`config.mk`:
```
export PLATFORM = sky130hd
export DESIGN_NAME = pattern_loop_gen
export DESIGN_NICKNAME = d
export VERILOG_FILES = /design/src/rtl/patgen_pkg.sv /design/src/rtl/patgen_tick.sv /design/src/rtl/patgen_ctrl.sv /design/src/rtl/patgen_chan.sv /design/src/rtl/pattern_loop_gen.sv
export SDC_FILE = /design/constraint.sdc
export NUM_CORES = 1
export LEC_CHECK = 0
export BUFFER_PORTS_ARGS = -buffer_cell sky130_fd_sc_hd__buf_2
export CAP_MARGIN = 20
export CORE_ASPECT_RATIO = 1.4
export CORE_MARGIN = 2
export CORE_UTILIZATION = 60
export DETAILED_ROUTE_END_ITERATION = 12
export PLACE_DENSITY = 0.78
export SYNTH_ARGS = -nofsm -noshare
export SYNTH_HDL_FRONTEND = slang
export SYNTH_SLANG_ARGS = --single-unit
```
`constraint.sdc`:
```
create_clock -name clk -period 3.13 [get_ports clk]
set_input_delay 0.1565 -clock clk [delete_from_list [all_inputs] [get_ports clk]]
set_output_delay 0.1565 -clock clk [all_outputs]
set_load 0.01 [all_outputs]
```
`src/rtl/patgen_pkg.sv`:
```
package patgen_pkg;
  typedef enum logic {
    MODE_LOAD = 1'b0,
    MODE_RUN  = 1'b1
  } mode_e;

  // ratio between fast and slow channel step rates
  localparam int SLOW_DIV = 4;
endpackage

```
`src/rtl/patgen_tick.sv`:
```
module patgen_tick #(
  parameter int DIV_W = 16
) (
  input  logic             clk,
  input  logic             rst_n,
  input  logic             tick_sel,
  input  logic             ext_tick,
  input  logic [DIV_W-1:0] period_m1,
  output logic             base_tick
);
  logic [DIV_W-1:0] div_cnt;
  logic             div_wrap;

  // >= so that lowering the period mid-count still wraps promptly
  assign div_wrap = (div_cnt >= period_m1);

  always_ff @(posedge clk or negedge rst_n) begin
    if (!rst_n)        div_cnt <= '0;
    else if (div_wrap) div_cnt <= '0;
    else               div_cnt <= div_cnt + 1'b1;
  end

  assign base_tick = tick_sel ? ext_tick : div_wrap;
endmodule

```
`src/rtl/patgen_ctrl.sv`:
```
module patgen_ctrl
  import patgen_pkg::*;
#(
  parameter int LEN    = 32,
  parameter int NUM_CH = 6
) (
  input  logic              clk,
  input  logic              rst_n,
  input  logic              base_tick,
  input  logic              load_valid,
  input  logic [NUM_CH-1:0] slow_mask,
  output logic              load_ready,
  output logic              running,
  output logic              load_sel,
  output logic [NUM_CH-1:0] step_en
);
  localparam int CW = $clog2(LEN + 1);
  localparam int PW = $clog2(SLOW_DIV);

  mode_e         mode;
  logic [CW-1:0] beat_cnt;
  logic [PW-1:0] phase;
  logic          accept;
  logic          fast_step;
  logic          slow_step;

  assign load_ready = (mode == MODE_LOAD) && base_tick;
  assign accept     = load_ready && load_valid;
  assign fast_step  = (mode == MODE_RUN) && base_tick;
  assign slow_step  = fast_step && (phase == PW'(SLOW_DIV - 1));
  assign running    = (mode == MODE_RUN);
  assign load_sel   = (mode == MODE_LOAD);

  always_ff @(posedge clk or negedge rst_n) begin
    if (!rst_n) begin
      mode     <= MODE_LOAD;
      beat_cnt <= '0;
      phase    <= '0;
    end else begin
      if (accept) begin
        if (beat_cnt == CW'(LEN - 1)) begin
          mode     <= MODE_RUN;
          beat_cnt <= '0;
          phase    <= '0;
        end else begin
          beat_cnt <= beat_cnt + 1'b1;
        end
      end
      if (fast_step) phase <= phase + 1'b1;
    end
  end

  for (genvar i = 0; i < NUM_CH; i++) begin : g_step
    assign step_en[i] = accept | (slow_mask[i] ? slow_step : fast_step);
  end
endmodule

```
`src/rtl/patgen_chan.sv`:
```
module patgen_chan #(
  parameter int LEN = 32
) (
  input  logic clk,
  input  logic rst_n,
  input  logic step,
  input  logic load_sel,
  input  logic load_bit,
  output logic tap
);
  logic [LEN-1:0] ring;
  logic           din;

  // host bit wins over the feedback path while loading
  assign din = load_sel ? load_bit : ring[LEN-1];

  always_ff @(posedge clk or negedge rst_n) begin
    if (!rst_n)    ring <= '0;
    else if (step) ring <= {ring[LEN-2:0], din};
  end

  assign tap = ring[0];
endmodule

```
`src/rtl/pattern_loop_gen.sv`:
```
module pattern_loop_gen #(
  parameter int NUM_CH = 6,
  parameter int LEN    = 32,
  parameter int DIV_W  = 16
) (
  input  logic              clk,
  input  logic              rst_n,
  input  logic              tick_sel,
  input  logic              ext_tick,
  input  logic [DIV_W-1:0]  period_m1,
  input  logic [NUM_CH-1:0] slow_mask,
  input  logic              load_valid,
  output logic              load_ready,
  input  logic [NUM_CH-1:0] load_data,
  output logic [NUM_CH-1:0] pat_out,
  output logic              running
);
  logic              base_tick;
  logic              load_sel;
  logic [NUM_CH-1:0] step_en;

  patgen_tick #(.DIV_W(DIV_W)) u_tick (
    .clk       (clk),
    .rst_n     (rst_n),
    .tick_sel  (tick_sel),
    .ext_tick  (ext_tick),
    .period_m1 (period_m1),
    .base_tick (base_tick)
  );

  patgen_ctrl #(.LEN(LEN), .NUM_CH(NUM_CH)) u_ctrl (
    .clk        (clk),
    .rst_n      (rst_n),
    .base_tick  (base_tick),
    .load_valid (load_valid),
    .slow_mask  (slow_mask),
    .load_ready (load_ready),
    .running    (running),
    .load_sel   (load_sel),
    .step_en    (step_en)
  );

  for (genvar i = 0; i < NUM_CH; i++) begin : g_chan
    patgen_chan #(.LEN(LEN)) u_chan (
      .clk      (clk),
      .rst_n    (rst_n),
      .step     (step_en[i]),
      .load_sel (load_sel),
      .load_bit (load_data[i]),
      .tap      (pat_out[i])
    );
  end
endmodule

```
==> flow_summary.json <==
{
  "status": "complete, no violations",
  "cts.sinks": 217,
  "synth_fa_ha_area_share_pct": 2.52,
  "gp_congestion": 0.770,
  "ir_drop_mv": 0.526,
  "grt.overflow.total": 0,
  "rsz0062_at_grt": "false",
  "fin_area_sq_um": 10300,
  "fmax_mhz": 338,
  "drive_above_1_share_pct": 43.1,
  "seq_area_sq_um": 5430,
  "setup_viol": 0,
  "multi_input_area_sq_um": 3580,
  "die_h_um": 152,
  "wl_um": 13700,
  "hold_viol_final": 0,
  "synth-edff-count": 0,
  "grt_pass1_vias": 5060,
  "syn_nets": 655,
  "fin_crit_sh_pct": 94.5,
  "drtIter0Drc": 225,
  "synth_cells": 603,
  "synthArstFlopShare_pct": 100,
  "place_area_sq_um": 9620,
  "nets": 699,
  "slowest_delay_ns": 0.43,
  "grt_usage_pct": 17.4,
  "synth_top_family_by_area": "multiplexers",
  "synth_flop_cell": "dfrtp_1",
  "port_buffers": 40,
  "synth-simple-area-share_pct": 4.34,
  "synthMuxAreaShare_pct": 27.6,
  "routedWlPerCell_um": 16.1,
  "vias": 4663,
  "viasPerCell": 5.45,
  "synth_compound_area_share_pct": 2.20,
  "clock-root-buffer": "clkbuf_16",
  "die_w_um": 110,
  "ant_nets": 0,
  "antenna_found_initial": 1,
  "finalClockSkew_ns": 0.0195,
  "yosys_warnings": 0,
  "crit_path_max_fanout": 13,
  "clockBufferDepth": 3,
  "worst_pin_slew_ns": 0.953,
  "grt_max_degree": 123,
  "synth_xor_xnor_area_share_pct": 1.21,
  "seq_area_frac_synth_pct": 57.6,
  "dieArea_sq_um": 16700,
  "crit_buf_inv": 2,
  "nFillCells": 1064,
  "clk_pin_slew_ns": 0.06,
  "clk_latency_ns": 0.49,
  "start_kind": "flip-flop",
  "power_density_nw_per_um2": 708,
  "core_area_sq_um": 15500,
  "tns_ns": 0,
  "grt_pass1_wl_um": 23800,
  "rows": 54,
  "drc": 0,
  "fin_util_pct": 66.4,
  "critPathTopFamily": "compound AO/OA/AOI/OAI gates",
  "r2r_setup_slack_ns": 0.48,
  "maxSlewViolCount": 0,
  "cts_max_level": 1,
  "leakagePower_uw": 0.00534,
  "endpoint_kind": "output port",
  "ios": 41,
  "arrival_ns": 2.80,
  "area_delta_synth_final_pct": 8.93,
  "crit_type": "flip-flop to output port",
  "cp_cell_sequence": "ha_1 > a21oi_1 > o21ai_0 > a2111oi_2 > nand3_1 > buf_6 > and2_1 > nor2b_1 > buf_2",
  "synth_seq_cells": 217,
  "cts_tree": "yes",
  "ys_types": 41,
  "cp_slowest_cell": "dfrtp_1",
  "initial_core_util_pct": 60.9,
  "fin_crit_ns": 2.96,
  "firstDrtPassIters": 4,
  "max_cap_violations": 0,
  "hp-class": "primary input to flip-flop",
  "cts_buffers": 21,
  "avgSynthCellArea_sq_um": 15.6,
  "relSlewSlack_pct": 36.5,
  "cp.required_ns": 2.97,
  "n_antenna_cell": 0,
  "synth_area_sq_um": 9430,
  "place_hpwl_um": 8790
}
## metrics by stage
stage                     instances  hold WS, ns  power [uW]  setup WS, ns
after detailed placement        819        0.362        4990         0.366
final                           855       0.0216        7270         0.172
after global placement          819        0.337        4880         0.421
after global routing            855       0.0160        7660       0.00571
after CTS                       855       0.0108        7360        0.0213
after floorplan                 603       -0.139        4710         0.796
## tightest hold or removal path: stages
cell	delay, ns
buf_2	0.07
mux2_2	0.13
mux2_4	0.13
## synth_stat cells, drive strengths merged (3+ instances only)
master / number / area [sq um]
dfrtp: 217 / 5430
mux2: 201 / 2600
nand2: 20 / 124
nor2: 20 / 75.1
buf: 19 / 270
ha: 19 / 238
inv: 18 / 67.6
a21oi: 15 / 75.1
nand3: 12 / 60.1
clkbuf: 8 / 90.1
xor2: 7 / 61.3
o21ai: 6 / 30.0
xnor2: 6 / 52.6
and3: 5 / 31.3
nor2b: 5 / 31.3
or3: 3 / 18.8
## worst paths after layout
path / depth (start not counted) / endpoint / start
min in group asynchronous: 2 / g_chan[0].u_chan.ring[28]$_DFFE_PN0P_ / rst_n
max in group asynchronous: 3 / g_chan[3].u_chan.ring[27]$_DFFE_PN0P_ / rst_n
worst max-delay path: 9 / load_ready / u_tick.div_cnt[9]$_DFF_PN0_
worst max register to register: 9 / g_chan[2].u_chan.ring[8]$_DFFE_PN0P_ / u_tick.div_cnt[9]$_DFF_PN0_
worst min-delay path: 3 / g_chan[5].u_chan.ring[0]$_DFFE_PN0P_ / load_data[5]
worst min register to register: 1 / g_chan[3].u_chan.ring[17]$_DFFE_PN0P_ / g_chan[3].u_chan.ring[16]$_DFFE_PN0P_
## repair_timing
item | 4_1_cts | 5_1_grt
hold buffers | 1 | 0
hold endpoints to repair | 120 | 0
setup endpoints to repair | 0 | 1
resized for setup | 0 | 3
buffers inserted | 0 | 0
## flip-flops by register name (all words and copies together), names as in the netlist
name                count
g_chan.u_chan.ring    192
u_tick.div_cnt         16
u_ctrl.running          1
u_ctrl.beat_cnt         6
u_ctrl.phase            2
## layout by cell type (no fill, tap or decap), types with 6 or more instances in the layout
| master | netlist | routed |
|---|---|---|
| mux2_4 | 90 | 90 |
| dfrtp_1 | 217 | 217 |
| nand2_1 | 17 | 17 |
| mux2_2 | 111 | 111 |
| inv_1 | 18 | 18 |
| ha_1 | 19 | 19 |
| xor2_1 | 7 | 7 |
| clkbuf_16 | 0 | 21 |
| a21oi_1 | 15 | 15 |
| nand3_1 | 12 | 12 |
| buf_2 | 0 | 39 |
| nor2_1 | 20 | 20 |
| clkbuf_1 | 2 | 6 |
| o21ai_0 | 6 | 6 |
| xnor2_1 | 6 | 6 |
## report_power, final
part,switching [uW],internal [uW],leakage (uW)
clock,973,1340,0.000311
sequential,378,3390,0.00290
combinational,419,764,0.00212
total,1770,5500,0.00534
## final cells by class
class	count	area share, %
inverters	18	0.658
repair buffers	48	3.17
multi-input cells	341	34.8
clock buffers	28	5.47
flip-flops and latches	217	52.9
clock inverters	7	0.621
well taps	196	2.39
## metal layers
| metal | global-route usage [%] | wire length (um) | vias up | part of all wire (%) |
|---|---|---|---|---|
| li1 | - | - | 2190 | - |
| met1 | 23.4 | 6000 | 2405 | 44 |
| met2 | 29.3 | 7140 | 46 | 52 |
| met3 | 2.82 | 383 | 20 | 2.8 |
| met4 | 4.46 | 204 | 2 | 1.5 |
| met5 | 0 | 13 | - | 0.095 |
## cell families (layout without fill, tap and decap cells)
logic type	Yosys count	after routing
and+or+nand+nor	75	75
buffers and inverters	45	101
DFF	217	217
AOI/OAI and AO/OA	33	33
xor gates and xnor gates	13	13
muxes	201	201
adders and majority gates	19	19
(Power assumes the default switching activity.)
